### src/rtl/adc_bus_pkg.sv
package adc_bus_pkg;

  // Strobes from the sequencing control to the conversion datapath
  typedef struct packed {
    logic start;   // load MSB trial, clear mask history
    logic step;    // resolve the current trial bit this cycle
    logic last;    // this step is the final decision
    logic readEn;  // a read is granted and may drive the bus
  } sar_strobe_t;

endpackage

### src/rtl/adc_bus_control.sv
module adc_bus_control
  import adc_bus_pkg::*;
#(
  parameter int DATA_W  = 12,
  parameter int SHORT_W = 8
) (
  input  logic        clk,
  input  logic        rst_n,
  input  logic        chipEn,
  input  logic        chipSelN,
  input  logic        readConv,
  input  logic        byteSel,
  output sar_strobe_t stb,
  output logic        busy
);

  localparam int CNT_W = $clog2(DATA_W + 1);

  typedef enum logic {S_IDLE, S_CONV} ctrl_state_t;

  ctrl_state_t        state;
  logic [CNT_W-1:0]   stepsLeft;
  logic               convReq;
  logic               readReq;
  logic               convPrev;
  logic               startHit;
  logic               converting;

  assign convReq    = chipEn & ~chipSelN & ~readConv;
  assign readReq    = chipEn & ~chipSelN &  readConv;
  assign converting = (state == S_CONV);
  // start only on a new request edge while idle
  assign startHit   = convReq & ~convPrev & ~converting;

  always_ff @(posedge clk or negedge rst_n) begin
    if (!rst_n) begin
      state     <= S_IDLE;
      stepsLeft <= '0;
      convPrev  <= 1'b0;
    end else begin
      convPrev <= convReq;
      case (state)
        S_IDLE: begin
          if (startHit) begin
            state     <= S_CONV;
            stepsLeft <= byteSel ? CNT_W'(SHORT_W) : CNT_W'(DATA_W);
          end
        end
        S_CONV: begin
          stepsLeft <= stepsLeft - CNT_W'(1);
          if (stepsLeft == CNT_W'(1)) begin
            state <= S_IDLE;
          end
        end
        default: state <= S_IDLE;
      endcase
    end
  end

  always_comb begin
    stb.start  = startHit;
    stb.step   = converting;
    stb.last   = converting && (stepsLeft == CNT_W'(1));
    stb.readEn = readReq & ~converting;
  end

  assign busy = converting;

endmodule

### src/rtl/adc_bus_datapath.sv
module adc_bus_datapath
  import adc_bus_pkg::*;
#(
  parameter int DATA_W  = 12,
  parameter int SHORT_W = 8
) (
  input  logic              clk,
  input  logic              rst_n,
  input  sar_strobe_t       stb,
  input  logic              cmpIn,
  input  logic              fullWidth,
  input  logic              byteSel,
  output logic [DATA_W-1:0] lineOut,
  output logic [DATA_W-1:0] lineDrv
);

  localparam int LO_W = DATA_W - SHORT_W;
  localparam logic [DATA_W-1:0] MSB_ONE = {1'b1, {(DATA_W-1){1'b0}}};

  logic [DATA_W-1:0] trialReg;
  logic [DATA_W-1:0] maskReg;
  logic [DATA_W-1:0] resultReg;
  logic [DATA_W-1:0] decided;

  // keep or drop the bit under test according to the comparator
  assign decided = cmpIn ? trialReg : (trialReg & ~maskReg);

  always_ff @(posedge clk or negedge rst_n) begin
    if (!rst_n) begin
      trialReg  <= '0;
      maskReg   <= '0;
      resultReg <= '0;
    end else if (stb.start) begin
      trialReg <= MSB_ONE;
      maskReg  <= MSB_ONE;
    end else if (stb.step) begin
      maskReg <= maskReg >> 1;
      if (stb.last) begin
        trialReg  <= decided;
        resultReg <= decided;
      end else begin
        trialReg <= decided | (maskReg >> 1);
      end
    end
  end

  // per-line lane selection for the three read formats
  for (genvar i = 0; i < DATA_W; i++) begin : g_lane
    localparam bit IS_HI   = (i >= LO_W);
    localparam bit IN_LOWB = (i < SHORT_W);
    logic laneOn;
    logic laneZero;
    always_comb begin
      laneOn   = stb.readEn & (fullWidth |
                               (~byteSel & IS_HI) |
                               ( byteSel & IN_LOWB));
      laneZero = ~fullWidth & byteSel & IS_HI;
      lineDrv[i] = laneOn;
      lineOut[i] = laneOn & ~laneZero & resultReg[i];
    end
  end

endmodule

### src/rtl/adc_bus_ctrl.sv
module adc_bus_ctrl
  import adc_bus_pkg::*;
#(
  parameter int DATA_W  = 12,
  parameter int SHORT_W = 8
) (
  input  logic              clk,
  input  logic              rst_n,
  input  logic              chipEn,
  input  logic              chipSelN,
  input  logic              readConv,
  input  logic              byteSel,
  input  logic              fullWidth,
  input  logic              cmpIn,
  output logic              busy,
  output logic [DATA_W-1:0] dataOut,
  output logic [DATA_W-1:0] dataDrv
);

  sar_strobe_t stb;

  adc_bus_control #(.DATA_W(DATA_W), .SHORT_W(SHORT_W)) u_control (
    .clk      (clk),
    .rst_n    (rst_n),
    .chipEn   (chipEn),
    .chipSelN (chipSelN),
    .readConv (readConv),
    .byteSel  (byteSel),
    .stb      (stb),
    .busy     (busy)
  );

  adc_bus_datapath #(.DATA_W(DATA_W), .SHORT_W(SHORT_W)) u_datapath (
    .clk       (clk),
    .rst_n     (rst_n),
    .stb       (stb),
    .cmpIn     (cmpIn),
    .fullWidth (fullWidth),
    .byteSel   (byteSel),
    .lineOut   (dataOut),
    .lineDrv   (dataDrv)
  );

endmodule

### config.mk
export PLATFORM = sky130hd
export DESIGN_NAME = adc_bus_ctrl
export DESIGN_NICKNAME = d
export VERILOG_FILES = /design/src/rtl/adc_bus_pkg.sv /design/src/rtl/adc_bus_control.sv /design/src/rtl/adc_bus_datapath.sv /design/src/rtl/adc_bus_ctrl.sv
export SDC_FILE = /design/constraint.sdc
export NUM_CORES = 1
export LEC_CHECK = 0
export ABC_AREA = 1
export BUFFER_PORTS_ARGS = -buffer_cell sky130_fd_sc_hd__buf_4
export CAP_MARGIN = 20
export CORE_UTILIZATION = 36
export DETAILED_ROUTE_END_ITERATION = 8
export GPL_TIMING_DRIVEN = 1
export PLACE_DENSITY_LB_ADDON = 0.25
export SYNTH_ARGS = -nofsm -noshare
export SYNTH_HDL_FRONTEND = slang
export SYNTH_SLANG_ARGS = --single-unit
export TNS_END_PERCENT = 30
### constraint.sdc
create_clock -name clk -period 1.85 [get_ports clk]
set_clock_uncertainty 0.15 [all_clocks]
set_input_delay 0.185 -clock clk [delete_from_list [all_inputs] [get_ports clk]]
set_output_delay 0.185 -clock clk [all_outputs]
set_load 0.01 [all_outputs]
**Word-level counts from Yosys, hierarchy flattened**

Index checks and enable logic that the tools add are counted.

- Register bits: 42
- Input port bits: 8
- Word-level logic and storage cells: 62

- Add/sub/neg operators: 1
- Equal/unequal tests: 2
- Mux-type cells: 12
- Bitwise logic cells: 38
- Reduce and logical (&&, ||, !) cells: 3

Operators by type and width:

| kind | count |
|---|---|
| $mux W12 | 6 |
| $and A1 B1 Y1 | 24 |
| $and A12 B12 Y12 | 1 |
| $not A12 Y12 | 1 |
| $or A12 B11 Y12 | 1 |
| $not A1 Y1 | 8 |
| $pmux W4 S2 | 1 |
| $eq A4 B1 Y1 const B | 1 |
| $mux W4 | 1 |
| $sub A4 B1 Y4 const B | 1 |
| $mux W3 | 1 |
| $or A1 B1 Y1 | 3 |
| $reduce_and A3 Y1 | 1 |
| $mux W1 | 2 |
| $ne A2 B1 Y1 const B | 1 |
| $pmux W1 S2 | 1 |
| $reduce_bool A2 Y1 | 1 |
| $logic_and A1 B1 Y1 | 1 |

**Longest topological paths before layout**

Gate-level depths: netlist of the first run.

- Depth in word-level cells: 7
- Gate-level depth with buffers: 7

**Hierarchy**

Synthesis of the first run repeated with hierarchy kept, for this count alone.

- Cell total of the unflattened synthesis: 271
- Area total of the unflattened synthesis: 2,189.6 um^2

Modules (own cells, without submodules):

| module | instances | cells each | area each (um^2) | seq. area each (um^2) |
|---|---|---|---|---|
| adc_bus_datapath | 1 | 224 | 1,810.5 | 900.9 |
| adc_bus_control | 1 | 47 | 379.1 | 150.1 |

**Worst setup path before layout of the first run**

No wires, ideal clock.

- Path type: flip-flop to output port
- From: register u_control.state, in the netlist u_control.busy
- To: output port dataDrv[0]
- Arrival time: 1.132 ns
- Data required time: 1.515 ns
- Slack: 0.383 ns
- Cell stages (with the launch flop): 8
- Buffers on the path: 2
- Path through: dfrtp_1 > buf_6 > inv_8 > nand3_1 > inv_2 > nand2_1 > inv_1 > buf_4

- Word-level cells in the longest chain between the ends: 3

Ends and longest elaborated chain:

| element | line | text |
|---|---|---|
| start, declared | adc_bus_control.sv:21 | `ctrl_state_t state;` |
| start signal, assigned | adc_bus_control.sv:37 | `state <= S_IDLE;` |
| start signal, assigned | adc_bus_control.sv:45 | `state <= S_CONV;` |
| start signal, assigned | adc_bus_control.sv:52 | `state <= S_IDLE;` |
| $not A1 Y1 | adc_bus_control.sv:64 | `stb.readEn = readReq & ~converting;` |
| $and A1 B1 Y1 | adc_bus_control.sv:64 |  |
| $and A1 B1 Y1 | adc_bus_datapath.sv:54 | `laneOn = stb.readEn & (fullWidth \|` |
| end, declared | adc_bus_ctrl.sv:17 | `output logic [DATA_W-1:0] dataDrv` |

No other way between the ends.

**Final worst setup path of the first run**

- From: input port readConv
- To: output port dataDrv[5]

- Word-level cells in the longest chain between the ends: 3

Ends and longest elaborated chain:

| element | line | text |
|---|---|---|
| start, declared | adc_bus_ctrl.sv:11 | `input logic readConv,` |
| $and A1 B1 Y1 | adc_bus_control.sv:30 | `assign readReq = chipEn & ~chipSelN & readConv;` |
| $and A1 B1 Y1 | adc_bus_control.sv:64 |  |
| $and A1 B1 Y1 | adc_bus_datapath.sv:54 |  |

No other way between the ends.

==> results of run 1 <==
report_power, final:
group | internal (mW) | total, mW | leakage (nW) | switching [mW]
clock network | 0.288 | 0.579 | 0.0431 | 0.291
logic | 0.490 | 1.27 | 0.686 | 0.775
registers | 1.27 | 1.46 | 0.537 | 0.197
flip-flops by register name (all words and copies together), names as in the netlist:
name,cells
u_control.convPrev,1
u_control.stepsLeft,4
u_datapath.resultReg,12
u_datapath.maskReg,12
u_datapath.trialReg,12
u_control.busy,1
metal layers:
layer | up-vias | global-route usage (%) | share of wire (%)
li1 | 841 | - | -
met1 | 770 | 20.0 | 49
met2 | 30 | 25.2 | 46
met3 | 7 | 2.74 | 3.0
met4 | 0 | 6.96 | 2.1
met5 | - | 0 | 0
what timing repair did:
| action | CTS | global route |
|---|---|---|
| resized for setup | 1 | 4 |
| cloned | 1 | 0 |
| setup endpoints to repair | 18 | 20 |
| hold endpoints to repair | 44 | 0 |
| hold buffers | 4 | 0 |
| buffers inserted | 1 | 3 |
through the flow:
step                power (mW)  cells  hold WS [ns]
global placement          2.68    328        0.0567
CTS                       3.34    340        0.0948
finish                    3.31    343        0.0937
detailed placement        2.70    328        0.0565
floorplan                 2.48    247        -0.261
global route              3.60    343         0.113
tightest hold or removal path, delay by kind of cell:
kind	cells	cell delay (ns)
buf+inv	1	0.10
simple gates	3	0.22
layout make-up:
cell class	count	area (sq um)	share of cell area, %
sequential	42	1050	42.1
clock buffer	6	82.6	3.30
timing repair buffer	42	325	13.0
multi-input combinational	155	842	33.7
inverter	25	101	4.05
tap	72	90.1	3.60
timing repair inverter	1	6.26	0.250
worst min-delay path by stage:
stage,startpoint,endpoint,cells after the start
after CTS,chipSelN,u_datapath.trialReg[11],4
after detailed placement,rst_n,u_control.stepsLeft[2],1
after global routing,chipSelN,u_datapath.trialReg[11],4
after floorplan,rst_n,u_control.busy,0
final,chipSelN,u_datapath.trialReg[11],4
after global placement,rst_n,u_control.stepsLeft[3],1
cell usage in the layout, fill, tap and decap left out, types with 2 or more instances in the layout:
| master | netlist | routed |
|---|---|---|
| buf_4 | 12 | 38 |
| o21ai_1 | 3 | 3 |
| ha_1 | 2 | 2 |
| nand3_1 | 47 | 47 |
| o21ai_2 | 8 | 8 |
| inv_2 | 1 | 3 |
| dfrtp_1 | 42 | 41 |
| inv_1 | 23 | 21 |
| a21oi_1 | 3 | 3 |
| clkbuf_8 | 0 | 6 |
| dlygate4sd3_1 | 0 | 4 |
| nor2_1 | 14 | 14 |
| a21boi_0 | 12 | 12 |
| nand2_4 | 1 | 2 |
| nand2_1 | 49 | 48 |
| o21ai_0 | 5 | 5 |
| a21oi_2 | 2 | 2 |
cell families (layout without fill, tap and decap cells):
| logic type | Yosys count | after routing | share of synthesized area [%] |
|---|---|---|---|
| buf+inv | 50 | 74 | 13.6 |
| flops | 42 | 42 | 48.1 |
| fa+ha+maj | 2 | 2 | 1.15 |
| xor+xnor | 1 | 1 | 0.401 |
| simple gates | 119 | 119 | 26.0 |
| compound gates | 33 | 33 | 10.7 |
==> results.py, run 1 <==
metrics = {
    "status": {
        "outcome": "finished clean",
    },
    "layout": {
        "diodes": 0,
        "final_core_util_pct": 44.0,
        "area_delta_synth_final_pct": 14.5,
        "drive_gt1_share_pct": 25.1,
        "final_area_sq_um": 2500,
        "fillers": 572,
        "nets": 282,
    },
    "clock_network": {
        "clock_latency_ns": 0.30,
        "cts_root_buf": "clkbuf_8",
        "cts_max_path_buffers": 2,
        "cts_sinks": 42,
        "htreeDepth": 2,
        "path_clk_slew_ns": 0.07,
        "cts_tree": "built",
        "cts-buffers-inserted": 5,
    },
    "synth": {
        "yosysTopAreaCell": "dfrtp_1",
        "synthDominantCellAreaShare_pct": 48.1,
        "synthesis.area_sq_um": 2180,
        "ys_ff_latch": 42,
        "ys_async_sr_fraction_pct": 100,
        "syn_nets": 257,
        "syn_inst": 247,
        "ys_seq_area_share_pct": 48.1,
        "ys.flop_type": "dfrtp_1",
        "syn-mean-instance-area_sq_um": 8.84,
        "synth.most_common_cell": "nand2_1",
        "synth_edf_count": 0,
        "synth_commonest_cells": "49 x nand2_1, 47 x nand3_1, 42 x dfrtp_1",
        "yosys_warnings": 0,
        "synth_area_leaders": "dfrtp_1 48%, nand3_1 11%, nand2_1 8.4%",
        "yosys.cell_types.count": 28,
    },
    "critical_path": {
        "worst_path_dominant_cell_family": "buffers and inverters",
        "path_cells": "dlygate4sd3_1, buf_4, nand3_1, inv_2, buf_4, buf_4, buf_4",
        "r2r_slack_ns": 0.28,
        "cp-end-kind": "primary output",
        "r2r_start": "u_control.stepsLeft[1]",
        "path_max_fanout": 4,
        "critPathMaxStageDelay_ns": 0.55,
        "critical_path_required_ns": 1.51,
        "r2r_end": "u_datapath.resultReg[6]",
        "cp.depth": 7,
        "crit_type": "in -> out",
        "worst-path-buf-inv": 6,
        "reg2regPathDepth": 6,
        "cp.arrival_ns": 1.44,
        "cp_slowest_cell": "dlygate4sd3_1",
        "critPathLaunchType": "primary input",
        "crit_path_frequent_cell": "buf_4",
        "critPathLaunch": "readConv",
        "crit_end": "dataDrv[5]",
    },
    "global_routing": {
        "antenna_found_initial": 0,
        "grt_max_degree": 43,
        "grt_usage_pct": 15.5,
        "grt_pass1_vias": 1601,
        "grt_pass1_wl_um": 7570,
        "grt_overflow": 0,
    },
    "drt": {
        "ant_nets": 0,
        "vias_per_cell": 4.80,
        "num_vias": 1648,
        "drc": 0,
        "wirelength_um": 4250,
        "dr.pass1.iters": 4,
        "drt-initial-drc-count": 72,
        "wl_per_cell_um": 12.4,
    },
    "timing": {
        "fmaxAchievable_ghz": 0.564,
        "slew_viol_final": 0,
        "setup_viol": 0,
        "tns_ns": 0,
        "worstMarginPinSlew_ns": 0.526,
        "hold_viol_final": 0,
        "fin_ws_ns": 0.0777,
        "fin_crit_sh_pct": 95.8,
        "period_needed_ns": 1.77,
        "slew_headroom_pct": 64.9,
    },
    "place": {
        "dpl-instance-area_sq_um": 2330,
        "gp_congestion": 0.708,
        "pre_cts_ws_ns": 0.281,
        "hpwl_um": 2760,
        "port_buffers": 32,
    },
    "power": {
        "power.ir.vdd_worst_mv": 0.451,
        "p_leak_nw": 1.27,
        "powerDensity_nw_per_um2": 1320,
    },
    "die": {
        "initial_core_util_pct": 38.5,
        "die_y_um": 79.9,
        "die_x_um": 79.9,
        "dieArea_sq_um": 6380,
        "fp-row-count": 27,
        "boundaryPins": 33,
        "core_area_sq_um": 5680,
    },
    "worst_hold_path": {
        "hp-class": "in -> reg",
    },
    "run": {
        "drv_cap": 0,
    },
}
Note: power is estimated with default switching activity, not from simulation.
==> inputs of run 2 (changes only) <==
--- a/config.mk
+++ b/config.mk
@@ -11,7 +11,8 @@
 export CORE_UTILIZATION = 36
 export DETAILED_ROUTE_END_ITERATION = 8
 export GPL_TIMING_DRIVEN = 1
-export PLACE_DENSITY_LB_ADDON = 0.25
+export MAX_ROUTING_LAYER = met4
+export SLEW_MARGIN = 20
 export SYNTH_ARGS = -nofsm -noshare
 export SYNTH_HDL_FRONTEND = slang
 export SYNTH_SLANG_ARGS = --single-unit
==> run 2 against run 1 <==
  * Utilization is 0.088 points higher
  * Highest routed layer unchanged
  * Via count rose by 1.1%
  * First-iteration DRC count increased by 130%
==> results.py, run 2 (same netlist as run 1, synthesis figures left out) <==
metrics = {
    "timing": {
        "fin_crit_sh_pct": 94.3,
        "setup_viol": 0,
        "period_needed_ns": 1.74,
        "slew_viol_final": 0,
        "worstMarginPinSlew_ns": 0.534,
        "hold_viol_final": 0,
        "rsz0062_at_grt": "true",
        "slew_headroom_pct": 64.4,
        "fmaxAchievable_ghz": 0.573,
        "hold_ws_ns": 0.0875,
    },
    "layout": {
        "fillers": 578,
        "final_area_sq_um": 2500,
        "final_core_util_pct": 44.1,
        "top_regs": "u_datapath.maskReg x12, u_datapath.resultReg x12, u_datapath.trialReg x12",
        "final_common_cell": "nand2_1",
        "drive_gt1_share_pct": 25.4,
        "nets": 281,
        "area_delta_synth_final_pct": 14.7,
        "final_cell_mix": "48 x nand2_1, 47 x nand3_1, 41 x dfrtp_1",
        "diodes": 0,
    },
    "power": {
        "powerDensity_nw_per_um2": 1340,
        "p_leak_nw": 1.27,
        "power.ir.vdd_worst_mv": 0.452,
    },
    "drt": {
        "route.met3.wl_um": 175,
        "wirelength_um": 4270,
        "drt-initial-drc-count": 162,
        "met1_length_um": 2050,
        "num_vias": 1666,
        "wl_met2_um": 1960,
        "ant_nets": 0,
        "wl_per_cell_um": 12.4,
        "drc": 0,
        "maxUsedRoutingLayer": "met4",
        "dr.pass1.iters": 4,
        "vias_per_cell": 4.84,
    },
    "critical_path": {
        "crit_type": "in -> out",
        "critical_path_required_ns": 1.51,
        "cp.arrival_ns": 1.41,
        "critPathLaunchType": "primary input",
        "cp-end-kind": "primary output",
        "path_max_fanout": 5,
    },
    "clock_network": {
        "cts-buffers-inserted": 5,
        "htreeDepth": 2,
        "cts_max_path_buffers": 2,
        "cts_sinks": 42,
        "cts_root_buf": "clkbuf_8",
        "clock_latency_ns": 0.30,
        "path_clk_slew_ns": 0.08,
        "cts_tree": "built",
    },
    "die": {
        "die_x_um": 79.9,
        "fp-row-count": 27,
        "boundaryPins": 33,
        "initial_core_util_pct": 38.5,
        "die_y_um": 79.9,
        "dieArea_sq_um": 6380,
        "core_area_sq_um": 5680,
    },
    "global_routing": {
        "grt_overflow": 0,
        "grt_pass1_vias": 1611,
        "grt_max_degree": 43,
        "grt_usage_pct": 15.8,
        "grt_pass1_wl_um": 7490,
        "antenna_found_initial": 0,
    },
    "place": {
        "port_buffers": 32,
        "gp_congestion": 0.709,
        "hpwl_um": 2770,
        "dpl-instance-area_sq_um": 2330,
    },
    "run": {
        "drv_cap": 0,
    },
    "status": {
        "outcome": "finished clean",
    },
    "worst_hold_path": {
        "hp-class": "in -> reg",
    },
}
-- run 2: cell types whose count changed in the layout (fill, tap and decap cells not counted), sizes merged --
| cell | change |
|---|---|
| clkbuf | +1 |
| clkinv | +1 |
| inv | -1 |
-- run 2: layer usage --
layer	vias up	global-route usage, %
li1	830	-
met1	798	20.1
met2	31	24.6
met3	7	2.86
met4	0	7.14
met5	-	-
-- run 2: metrics by stage --
| stage | setup slack, ns | total power, mW | instances | setup TNS [ns] |
|---|---|---|---|---|
| 3_5_place_dp | 0.276 | 2.70 | 328 | 0 |
| 6_report | 0.106 | 3.35 | 344 | 0 |
| 3_3_place_gp | 0.334 | 2.68 | 328 | 0 |
| 5_1_grt | -0.00475 | 3.62 | 344 | -0.00509 |
| 2_1_floorplan | 0.383 | 2.48 | 247 | 0 |
| 4_1_cts | -0.0133 | 3.33 | 340 | -0.0216 |
-- run 2: final timing paths --
| check | start | cells after the start | slack (ns) | end |
|---|---|---|---|---|
| min | chipSelN | 4 | 0.09 | u_datapath.trialReg[11] |
| max reg2reg | u_control.stepsLeft[1] | 6 | 0.28 | u_datapath.resultReg[8] |
| min in group asynchronous | rst_n | 2 | 0.26 | u_control.stepsLeft[0] |
| min reg2reg | u_datapath.trialReg[11] | 2 | 0.34 | u_datapath.trialReg[11] |
| max | readConv | 7 | 0.11 | dataOut[2] |
| max in group asynchronous | rst_n | 2 | 0.90 | u_control.busy |
-- run 2: report_power, final --
| part | switching [mW] | total, mW | leakage [nW] | internal (mW) |
|---|---|---|---|---|
| Combinational | 0.768 | 1.27 | 0.680 | 0.504 |
| Clock | 0.308 | 0.609 | 0.0482 | 0.301 |
| Sequential | 0.198 | 1.47 | 0.537 | 1.27 |
| Total | 1.27 | 3.35 | 1.27 | 2.07 |
-- run 2: area by class of cell --
type | count | area [sq um] | area share, %
Timing Repair Buffer | 42 | 325 | 13.0
Tap cell | 72 | 90.1 | 3.60
Clock buffer | 7 | 86.3 | 3.45
Sequential cell | 42 | 1050 | 42.0
Multi-Input combinational cell | 155 | 845 | 33.7
Clock inverter | 1 | 5.00 | 0.200
Inverter | 25 | 101 | 4.05
-- run 2: what timing repair did --
action,CTS,global route
endpoints found under the setup margin,9,20
setup buffers,0,4
gates resized for setup,2,4
hold buffers,4,0
hold endpoints to repair,44,0
pin swaps,0,1
-- run 2: worst max-delay path, cell delays in order --
cell	delay (ns)
dlygate4sd3_1	0.54
buf_4	0.12
nand3_1	0.08
inv_2	0.13
nand2_2	0.11
nor2_1	0.11
buf_4	0.13
